[config.mk]
export PLATFORM = sky130hd
export DESIGN_NAME = dragon_ctrl
export DESIGN_NICKNAME = d
export VERILOG_FILES = /design/src/rtl/dragon_pkg.sv /design/src/rtl/dragon_line_store.sv /design/src/rtl/dragon_snoop.sv /design/src/rtl/dragon_ctrl.sv
export SDC_FILE = /design/constraint.sdc
export NUM_CORES = 1
export LEC_CHECK = 0
export BUFFER_PORTS_ARGS = -buffer_cell sky130_fd_sc_hd__buf_2
export CAP_MARGIN = 15
export CORE_ASPECT_RATIO = 0.75
export CORE_MARGIN = 5
export CORE_UTILIZATION = 60
export CTS_BUF_LIST = sky130_fd_sc_hd__clkbuf_2
export DETAILED_ROUTE_END_ITERATION = 12
export GPL_TIMING_DRIVEN = 0
export PLACE_DENSITY = 0.87
export REMOVE_ABC_BUFFERS = 1
export SETUP_SLACK_MARGIN = 0.5
export SLEW_MARGIN = 20
export SYNTH_ARGS = -nofsm -noshare
export SYNTH_HDL_FRONTEND = slang
export SYNTH_SLANG_ARGS = --single-unit
[constraint.sdc]
create_clock -name clk -period 8.2 [get_ports clk]
set_input_delay 1.64 -clock clk [delete_from_list [all_inputs] [get_ports clk]]
set_output_delay 1.64 -clock clk [all_outputs]
set_load 0.02 [all_outputs]
[src/rtl/dragon_pkg.sv]
package dragon_pkg;

    typedef enum logic [1:0] {
        LN_EXCL  = 2'd0,
        LN_SHCLN = 2'd1,
        LN_SHMOD = 2'd2,
        LN_MOD   = 2'd3
    } line_st_e;

    typedef enum logic [1:0] {
        BC_NONE   = 2'd0,
        BC_READ   = 2'd1,
        BC_UPDATE = 2'd2,
        BC_WRBACK = 2'd3
    } bus_cmd_e;

    typedef enum logic [2:0] {
        FS_IDLE,
        FS_EVICT,
        FS_FILL,
        FS_BCAST,
        FS_REPLY
    } fsm_e;

endpackage

[src/rtl/dragon_line_store.sv]
module dragon_line_store
    import dragon_pkg::*;
#(
    parameter int IDXW = 2,
    parameter int TAGW = 6,
    parameter int DW   = 16
) (
    input  logic            clk,
    input  logic            rst_n,
    // lookup port for the request sequencer
    input  logic [IDXW-1:0] a_idx,
    output logic            a_present,
    output logic [TAGW-1:0] a_tag,
    output line_st_e        a_st,
    output logic [DW-1:0]   a_data,
    // lookup port for the snoop side
    input  logic [IDXW-1:0] b_idx,
    output logic            b_present,
    output logic [TAGW-1:0] b_tag,
    output line_st_e        b_st,
    output logic [DW-1:0]   b_data,
    // snoop update port
    input  logic            s_we,
    input  logic [IDXW-1:0] s_idx,
    input  line_st_e        s_st,
    input  logic            s_dwe,
    input  logic [DW-1:0]   s_data,
    // sequencer install / update port (wins on collision)
    input  logic            f_we,
    input  logic [IDXW-1:0] f_idx,
    input  logic [TAGW-1:0] f_tag,
    input  line_st_e        f_st,
    input  logic            f_dwe,
    input  logic [DW-1:0]   f_data
);
    localparam int LINES = 1 << IDXW;

    logic            present_q [LINES];
    logic [TAGW-1:0] tag_q     [LINES];
    line_st_e        st_q      [LINES];
    logic [DW-1:0]   data_q    [LINES];

    always_ff @(posedge clk or negedge rst_n) begin
        if (!rst_n) begin
            for (int i = 0; i < LINES; i++) begin
                present_q[i] <= 1'b0;
                tag_q[i]     <= '0;
                st_q[i]      <= LN_EXCL;
                data_q[i]    <= '0;
            end
        end else begin
            if (s_we) begin
                st_q[s_idx] <= s_st;
                if (s_dwe) data_q[s_idx] <= s_data;
            end
            if (f_we) begin
                present_q[f_idx] <= 1'b1;
                tag_q[f_idx]     <= f_tag;
                st_q[f_idx]      <= f_st;
                if (f_dwe) data_q[f_idx] <= f_data;
            end
        end
    end

    assign a_present = present_q[a_idx];
    assign a_tag     = tag_q[a_idx];
    assign a_st      = st_q[a_idx];
    assign a_data    = data_q[a_idx];
    assign b_present = present_q[b_idx];
    assign b_tag     = tag_q[b_idx];
    assign b_st      = st_q[b_idx];
    assign b_data    = data_q[b_idx];

endmodule

[src/rtl/dragon_snoop.sv]
module dragon_snoop
    import dragon_pkg::*;
#(
    parameter int TAGW = 6,
    parameter int DW   = 16
) (
    input  logic            snp_valid,
    input  bus_cmd_e        snp_cmd,
    input  logic [TAGW-1:0] snp_tag,
    input  logic [DW-1:0]   snp_data,
    input  logic            line_present,
    input  logic [TAGW-1:0] line_tag,
    input  line_st_e        line_st,
    input  logic [DW-1:0]   line_data,
    output logic            shared,
    output logic            flush,
    output logic [DW-1:0]   flush_data,
    output logic            we,
    output line_st_e        new_st,
    output logic            dwe,
    output logic [DW-1:0]   new_data
);
    logic match;
    logic dirty;

    assign match      = snp_valid && line_present && (line_tag == snp_tag);
    assign dirty      = (line_st == LN_MOD) || (line_st == LN_SHMOD);
    assign flush_data = line_data;
    assign new_data   = snp_data;

    always_comb begin
        shared = 1'b0;
        flush  = 1'b0;
        we     = 1'b0;
        dwe    = 1'b0;
        new_st = line_st;
        if (match) begin
            unique case (snp_cmd)
                BC_READ: begin
                    shared = 1'b1;
                    flush  = dirty;
                    we     = 1'b1;
                    unique case (line_st)
                        LN_EXCL:  new_st = LN_SHCLN;
                        LN_MOD:   new_st = LN_SHMOD;
                        LN_SHCLN: new_st = LN_SHCLN;
                        LN_SHMOD: new_st = LN_SHMOD;
                    endcase
                end
                BC_UPDATE: begin
                    shared = 1'b1;
                    if ((line_st == LN_SHCLN) || (line_st == LN_SHMOD)) begin
                        we     = 1'b1;
                        dwe    = 1'b1;
                        new_st = LN_SHCLN;
                    end
                end
                BC_NONE, BC_WRBACK: begin
                    shared = 1'b0;
                end
            endcase
        end
    end

endmodule

[src/rtl/dragon_ctrl.sv]
module dragon_ctrl
    import dragon_pkg::*;
#(
    parameter int AW   = 8,
    parameter int DW   = 16,
    parameter int IDXW = 2
) (
    input  logic          clk,
    input  logic          rst_n,
    input  logic          cpu_req_valid,
    input  logic          cpu_req_write,
    input  logic [AW-1:0] cpu_req_addr,
    input  logic [DW-1:0] cpu_req_wdata,
    output logic          cpu_req_ready,
    output logic          cpu_resp_valid,
    output logic          cpu_resp_miss,
    output logic [DW-1:0] cpu_resp_rdata,
    output logic          bus_req_valid,
    output logic [1:0]    bus_req_cmd,
    output logic [AW-1:0] bus_req_addr,
    output logic [DW-1:0] bus_req_data,
    input  logic          bus_gnt,
    input  logic          bus_shared,
    input  logic [DW-1:0] bus_rdata,
    input  logic          snp_valid,
    input  logic [1:0]    snp_cmd,
    input  logic [AW-1:0] snp_addr,
    input  logic [DW-1:0] snp_data,
    output logic          snp_shared,
    output logic          snp_flush,
    output logic [DW-1:0] snp_flush_data
);
    localparam int TAGW = AW - IDXW;

    fsm_e            state_q, state_d;
    logic            req_write_q;
    logic [AW-1:0]   req_addr_q;
    logic [DW-1:0]   req_wdata_q;
    logic            miss_q;
    logic            accept;
    bus_cmd_e        cmd;

    logic [IDXW-1:0] cur_idx;
    logic [TAGW-1:0] cur_tag;
    logic            a_present, b_present;
    logic [TAGW-1:0] a_tag, b_tag;
    line_st_e        a_st, b_st;
    logic [DW-1:0]   a_data, b_data;
    logic            hit, victim_dirty;

    logic            s_we, s_dwe;
    line_st_e        s_st;
    logic [DW-1:0]   s_data;
    logic            f_we, f_dwe;
    line_st_e        f_st;
    logic [DW-1:0]   f_data;

    assign cur_idx = (state_q == FS_IDLE) ? cpu_req_addr[IDXW-1:0]  : req_addr_q[IDXW-1:0];
    assign cur_tag = (state_q == FS_IDLE) ? cpu_req_addr[AW-1:IDXW] : req_addr_q[AW-1:IDXW];
    assign hit          = a_present && (a_tag == cur_tag);
    assign victim_dirty = a_present && ((a_st == LN_MOD) || (a_st == LN_SHMOD));

    dragon_line_store #(.IDXW(IDXW), .TAGW(TAGW), .DW(DW)) u_store (
        .clk      (clk),
        .rst_n    (rst_n),
        .a_idx    (cur_idx),
        .a_present(a_present),
        .a_tag    (a_tag),
        .a_st     (a_st),
        .a_data   (a_data),
        .b_idx    (snp_addr[IDXW-1:0]),
        .b_present(b_present),
        .b_tag    (b_tag),
        .b_st     (b_st),
        .b_data   (b_data),
        .s_we     (s_we),
        .s_idx    (snp_addr[IDXW-1:0]),
        .s_st     (s_st),
        .s_dwe    (s_dwe),
        .s_data   (s_data),
        .f_we     (f_we),
        .f_idx    (cur_idx),
        .f_tag    (cur_tag),
        .f_st     (f_st),
        .f_dwe    (f_dwe),
        .f_data   (f_data)
    );

    dragon_snoop #(.TAGW(TAGW), .DW(DW)) u_snoop (
        .snp_valid   (snp_valid),
        .snp_cmd     (bus_cmd_e'(snp_cmd)),
        .snp_tag     (snp_addr[AW-1:IDXW]),
        .snp_data    (snp_data),
        .line_present(b_present),
        .line_tag    (b_tag),
        .line_st     (b_st),
        .line_data   (b_data),
        .shared      (snp_shared),
        .flush       (snp_flush),
        .flush_data  (snp_flush_data),
        .we          (s_we),
        .new_st      (s_st),
        .dwe         (s_dwe),
        .new_data    (s_data)
    );

    // state and request registers
    always_ff @(posedge clk or negedge rst_n) begin
        if (!rst_n) begin
            state_q     <= FS_IDLE;
            req_write_q <= 1'b0;
            req_addr_q  <= '0;
            req_wdata_q <= '0;
            miss_q      <= 1'b0;
        end else begin
            state_q <= state_d;
            if (accept) begin
                req_write_q <= cpu_req_write;
                req_addr_q  <= cpu_req_addr;
                req_wdata_q <= cpu_req_wdata;
                miss_q      <= !hit;
            end
        end
    end

    // next state and outputs
    always_comb begin
        state_d        = state_q;
        accept         = 1'b0;
        cpu_req_ready  = 1'b0;
        cpu_resp_valid = 1'b0;
        bus_req_valid  = 1'b0;
        cmd            = BC_NONE;
        bus_req_addr   = req_addr_q;
        bus_req_data   = req_wdata_q;
        f_we           = 1'b0;
        f_dwe          = 1'b0;
        f_st           = LN_MOD;
        f_data         = req_wdata_q;
        unique case (state_q)
            FS_IDLE: begin
                cpu_req_ready = !snp_valid;
                if (cpu_req_valid && !snp_valid) begin
                    accept = 1'b1;
                    if (hit) begin
                        if (!cpu_req_write) begin
                            state_d = FS_REPLY;
                        end else if ((a_st == LN_EXCL) || (a_st == LN_MOD)) begin
                            f_we    = 1'b1;
                            f_dwe   = 1'b1;
                            f_st    = LN_MOD;
                            f_data  = cpu_req_wdata;
                            state_d = FS_REPLY;
                        end else begin
                            state_d = FS_BCAST;
                        end
                    end else begin
                        state_d = victim_dirty ? FS_EVICT : FS_FILL;
                    end
                end
            end
            FS_EVICT: begin
                bus_req_valid = 1'b1;
                cmd           = BC_WRBACK;
                bus_req_addr  = {a_tag, cur_idx};
                bus_req_data  = a_data;
                if (bus_gnt) state_d = FS_FILL;
            end
            FS_FILL: begin
                bus_req_valid = 1'b1;
                cmd           = BC_READ;
                bus_req_data  = '0;
                if (bus_gnt) begin
                    f_we  = 1'b1;
                    f_dwe = 1'b1;
                    if (req_write_q && bus_shared) begin
                        f_st    = LN_SHCLN;
                        f_data  = bus_rdata;
                        state_d = FS_BCAST;
                    end else if (req_write_q) begin
                        f_st    = LN_MOD;
                        f_data  = req_wdata_q;
                        state_d = FS_REPLY;
                    end else begin
                        f_st    = bus_shared ? LN_SHCLN : LN_EXCL;
                        f_data  = bus_rdata;
                        state_d = FS_REPLY;
                    end
                end
            end
            FS_BCAST: begin
                bus_req_valid = 1'b1;
                cmd           = BC_UPDATE;
                if (bus_gnt) begin
                    f_we    = 1'b1;
                    f_dwe   = 1'b1;
                    f_st    = bus_shared ? LN_SHMOD : LN_MOD;
                    state_d = FS_REPLY;
                end
            end
            FS_REPLY: begin
                cpu_resp_valid = 1'b1;
                state_d        = FS_IDLE;
            end
            default: state_d = FS_IDLE;
        endcase
    end

    assign bus_req_cmd    = cmd;
    assign cpu_resp_miss  = miss_q;
    assign cpu_resp_rdata = a_data;

endmodule

### Yosys cells after proc, flatten, opt, wreduce, memory -nomap -nowiden

Cells that the tools add are included.

| word-level totals | value |
|---|---|
| logic and storage cells | 171 |
| output and inout port bits | 64 |
| input bits | 73 |
| register bits | 129 |

| cells by class | value |
|---|---|
| reductions and logical operators | 25 |
| $lt $le $gt $ge | 4 |
| eq/ne operators | 18 |
| bitwise logic cells | 3 |
| muxes and demuxes | 100 |

Operator list:

| kind | count |
|---|---|
| $mux W16 | 13 |
| $mux W64 | 3 |
| $bwmux W64 | 2 |
| $bmux W16 S2 | 2 |
| $demux W16 S2 | 2 |
| $pmux W16 S2 | 2 |
| $mux W6 | 6 |
| $mux W2 | 13 |
| $mux W1 | 25 |
| $bmux W6 S2 | 2 |
| $bwmux W24 | 1 |
| $mux W3 | 8 |
| $mux W8 | 3 |
| $bwmux W8 | 2 |
| $demux W6 S2 | 1 |
| $eq A2 B2 Y1 const B | 6 |
| $eq A6 B6 Y1 | 2 |
| $pmux W2 S2 | 3 |
| $pmux W3 S4 | 1 |
| $reduce_or A2 Y1 | 5 |
| $bmux W2 S2 | 2 |
| $demux W2 S2 | 2 |
| $logic_and A1 B1 Y1 | 8 |
| $eq A3 B2 Y1 const B | 2 |
| other kinds (19) | 34 |

### Logic depth before layout (Yosys ltp)

| logic depth | value |
|---|---|
| depth after elaboration | 15 |
| gate-level depth with buffers | 16 |

### By module

A second synthesis with hierarchy kept.

| unflattened totals | value |
|---|---|
| cells, all modules | 875 |
| area total of the unflattened synthesis | 8,869.8 um^2 |

Modules (own cells, without submodules):

| module | cells an instance | instances | seq. area each (um^2) | area an instance (um^2) |
|---|---|---|---|---|
| dragon_line_store | 448 | 1 | 2,502.4 | 5,720.5 |
| dragon_ctrl | 362 | 1 | 725.7 | 2,667.6 |
| dragon_snoop | 65 | 1 | 0.0 | 481.7 |

### Least setup slack after synthesis

No wires, ideal clock.

| timing | value |
|---|---|
| path kind | input to output |
| start | in snp_addr[0] |
| end | out snp_flush |
| setup slack | 2,791 ps |
| stages | 7 |
| arrival time | 3,769 ps |
| cells stage by stage | buf_2 -> clkbuf_1 -> mux4_2 -> inv_1 -> ha_1 -> o21ai_0 -> nor4_1 |

| on the way | value |
|---|---|
| longest elaborated chain between the ends | 8 |
| elaborated cells on any way between the ends | 18 |
| classes of those cells | 3 x eq/ne; 11 x mux; 1 x bitwise; 3 x reduce/logical |

RTL lines:

| element | RTL line | source |
|---|---|---|
| start: declaration | dragon_ctrl.sv:27 | `input logic [AW-1:0] snp_addr,` |
| $not A2 Y3 (implied by the code) (*) | dragon_line_store.sv:69, dragon_line_store.sv:70, dragon_line_store.sv:71 |  |
| $bmux W2 S2 | dragon_line_store.sv:71 | `assign b_st = st_q[b_idx];` |
| $mux W2 (implied by the code) (2 in series) | dragon_line_store.sv:71 |  |
| $eq A2 B2 Y1 | dragon_snoop.sv:27 | `assign dirty = (line_st == LN_MOD) \|\| (line_st == LN_SHMOD);` |
| $logic_or A1 B1 Y1 | dragon_snoop.sv:27 |  |
| $mux W1 | dragon_snoop.sv:38 | `unique case (snp_cmd)` |
| $mux W1 (*) | dragon_snoop.sv:37 | `if (match) begin` |
| end: declaration | dragon_ctrl.sv:30 | `output logic snp_flush,` |

Mark *: on every way between the ends. The rest lies on a longest branch, timed or not. The select of a mux whose other input is x is not followed.

### Worst setup path after layout

Same ends and word-level chain as after synthesis.

==> impl_metrics.yaml <==
synth:
  syn_avg_cell_area_um2: 11.02
  ys_ff_latch: 129
  synth_cell_type_count: 63
  yosysSeqAreaShare_pct: 36.59
  yosys_most_used_dff: "dfrtp_1"
  synth_top_area_share_pct: 36.59
  synth-simple-area-share_pct: 11.70
  mappedNetlistArea_um2: 8823
  synth_area_leaders: "dfrtp_1 (37%), mux2i_1 (17%), mux4_2 (7.9%), mux2_2 (6.4%), a22o_1 (4.7%)"
  synthArstFlopShare_pct: 100.0
  netlist_instances: 801
  synth_edf_count: 0
  synth.mux.area_fraction_pct: 32.44
  synth_adder_area_share_pct: 1.134
  synth_top_family_by_area: "multiplexers"
  ys_warn_count: 0
  synth_compound_area_share_pct: 12.96
  synth_area_leader_cell: "dfrtp_1"
  synthXorXnorAreaFrac_pct: 0.9926
grt:
  grt.total_usage_pct: 31.32
  antenna_found_initial: 0
  overflow: 0
  grt_max_degree: 97
  grt_pass1_vias: 7765
  grt_pass1_wl_um: 41920
die:
  coreArea_um2: 14450
  rows: 38
  fp.dieW_um: 150.0
  initial_core_util_pct: 61.05
  dieArea_um2: 17260
  die_height_um: 115.0
  io_pins: 137
critical_path:
  r2r-end: "u_store.tag_q[6]"
  path_max_fanout: 27
  cp-end-kind: "output pin"
  timing.rr.start: "state_q[1]"
  timing.critical_path.mode_cell: "buf_2"
  reg2regPathDepth: 11
  r2r_slack_ps: 3250
  path_class: "in -> out"
  cp.arrival_ps: 4150
  cp.required_ps: 6560
  start_kind: "input pin"
  crit_chain: "buf_2 -> mux4_2 -> xnor2_1 -> nand4_1 -> nor4_1 -> buf_2"
  cp_slowest_stage_delay_ps: 690
  slowest_stage: "buf_2"
clocking:
  cts.sinks: 129
  clkTransAtPathRegs_ps: 200
  postCtsSetupRepairBufs: 0
  cts-htree-levels: 4
  clk_latency_ps: 730
  cts_max_path_buffers: 2
  cts_tree: "yes"
  cts_hold_buf: 0
  cts_root_buffer: "clkbuf_2"
  post_cts_resized: 0
  numCtsBuffers: 17
sta:
  slew_headroom_pct: 21.28
  drv_slew: 0
  fin_crit_ps: 5787
  finalSetupTns_ps: 0
  fmax_mhz: 172.8
  rsz0062_at_grt: "no"
  whs_ps: 565.0
  hold_viol: 0
  clock_skew_ps: 47.24
  worst_pin_slew_ps: 1181
  finalSetupViolations: 0
  period_share_pct: 70.57
min_path:
  min_to: "cpu_resp_miss"
  min_path_cells: 2
  hp-start: "cpu_resp_miss"
  hold_class: "reg -> reg"
drt:
  vias: 7636
  final_antenna_net_count: 0
  maxUsedRoutingLayer: "met4"
  wl_met1_um: 10510
  routed_wl_um: 26470
  drt_iter0_markers: 941
  route.detailed.wl_per_inst_um: 23.61
  met3RoutedLength_um: 2834
  drc_errors: 0
  vias_per_cell: 6.812
  dr_wl_met2_um: 12200
  first_pass_iters: 7
final_layout:
  syn2layout_area_growth_pct: 13.26
  n_antenna_cell: 0
  drive_gt1_share_pct: 33.22
  fin_nets: 989
  instances_no_fill: 1121
pwr:
  p_total_w: 0.004558
  powerDensity_nw_per_um2: 456.1
  leakagePower_nw: 5.136
  peakVddDrop_v: 0.0002484
placement:
  gp_congestion: 0.8572
  port_buffers: 136
  dp_cells: 1088
  detailed_place_hpwl_um: 17870
job:
  cap_violations: 0
status:
  outcome: "finished clean"
metrics by stage:
step                      worst slack [ps]  instance area [um^2]  util (%)
after floorplan                       2317                  8496         -
after global placement               516.7                  9427     65.22
after detailed placement              2418                  9732     67.33
after CTS                             2464                  9980     69.04
after global routing                  2334                  9993     69.14
final                                 2413                  9993     69.14
cells by family after synthesis:
family          Yosys count
buf+inv                  74
xor+xnor                 10
flops                   129
fa+ha+maj                 8
simple gates            205
compound gates          136
mux                     239
worst max path at each step:
stage / startpoint / to
floorplan: cpu_req_addr[0] / bus_req_data[0]
global route: snp_addr[0] / snp_flush
CTS: snp_addr[0] / snp_flush
detailed placement: cpu_req_addr[0] / u_store.data_q[34]
global placement: cpu_req_addr[0] / u_store.tag_q[2]
finish: snp_addr[0] / snp_flush
cell type report:
class | count | area, um^2
Clock buffer | 18 | 90.09
Clock inverter | 14 | 157.7
Fill cell | 1052 | 4461
Tap cell | 200 | 250.2
Timing Repair Buffer | 151 | 950.9
Multi-Input combinational cell | 598 | 5274
Inverter | 11 | 41.29
Sequential cell | 129 | 3229
flip-flops by register name, indices dropped and copies added (netlist names):
signal	count
u_store.data_q	64
u_store.tag_q	24
req_wdata_q	16
req_addr_q	8
u_store.st_q	8
u_store.present_q	4
state_q	3
cpu_resp_miss	1
req_write_q	1
cells in the final DEF, fill, tap and decap left out, types with 10 or more instances in the layout:
cell	netlist	routed
nand2_1	107	107
nor2_1	25	21
clkbuf_2	0	18
a22o_1	47	47
a31oi_1	18	18
mux2i_1	154	154
mux4_2	31	31
a221oi_2	10	10
and3_1	19	19
buf_2	16	134
mux2_2	50	50
inv_1	11	11
dfrtp_1	129	128
a21oi_1	12	12
synth_stat cells, types with 4 or more instances:
cell,n
mux2i_1,154
dfrtp_1,129
nand2_1,107
mux2_2,50
a22o_1,47
mux4_2,31
clkbuf_1,27
nor2_1,25
and3_1,19
a31oi_1,18
buf_2,16
a21oi_1,12
inv_1,11
a221oi_2,10
nand3_1,9
o21ai_0,9
buf_1,8
ha_1,8
a221oi_1,7
buf_6,7
xnor2_1,7
nand2b_1,6
a32oi_1,5
buf_4,5
nor3_1,5
mux2_4,4
nor2b_1,4
or3_1,4
routing by layer:
layer | up-vias | GRT usage, %
met5 | - | 0
met4 | 0 | 12.43
met3 | 98 | 8.156
met2 | 545 | 49.22
met1 | 3760 | 41.99
li1 | 3233 | -
report_power, final:
group	switching [W]	internal, W	leakage [nW]
clock network	0.000273	0.000146	0.147
logic	0.00167	0.00118	3.42
registers	0.000364	0.000926	1.57
total	0.00231	0.00225	5.14
critical path, delay by kind of cell:
kind / cells / cell delay (ps)
XOR/XNOR: 1 / 230
buffers and inverters: 2 / 930
AND/OR/NAND/NOR: 2 / 720
multiplexers: 1 / 610
Note: power is estimated with default switching activity, not from simulation.
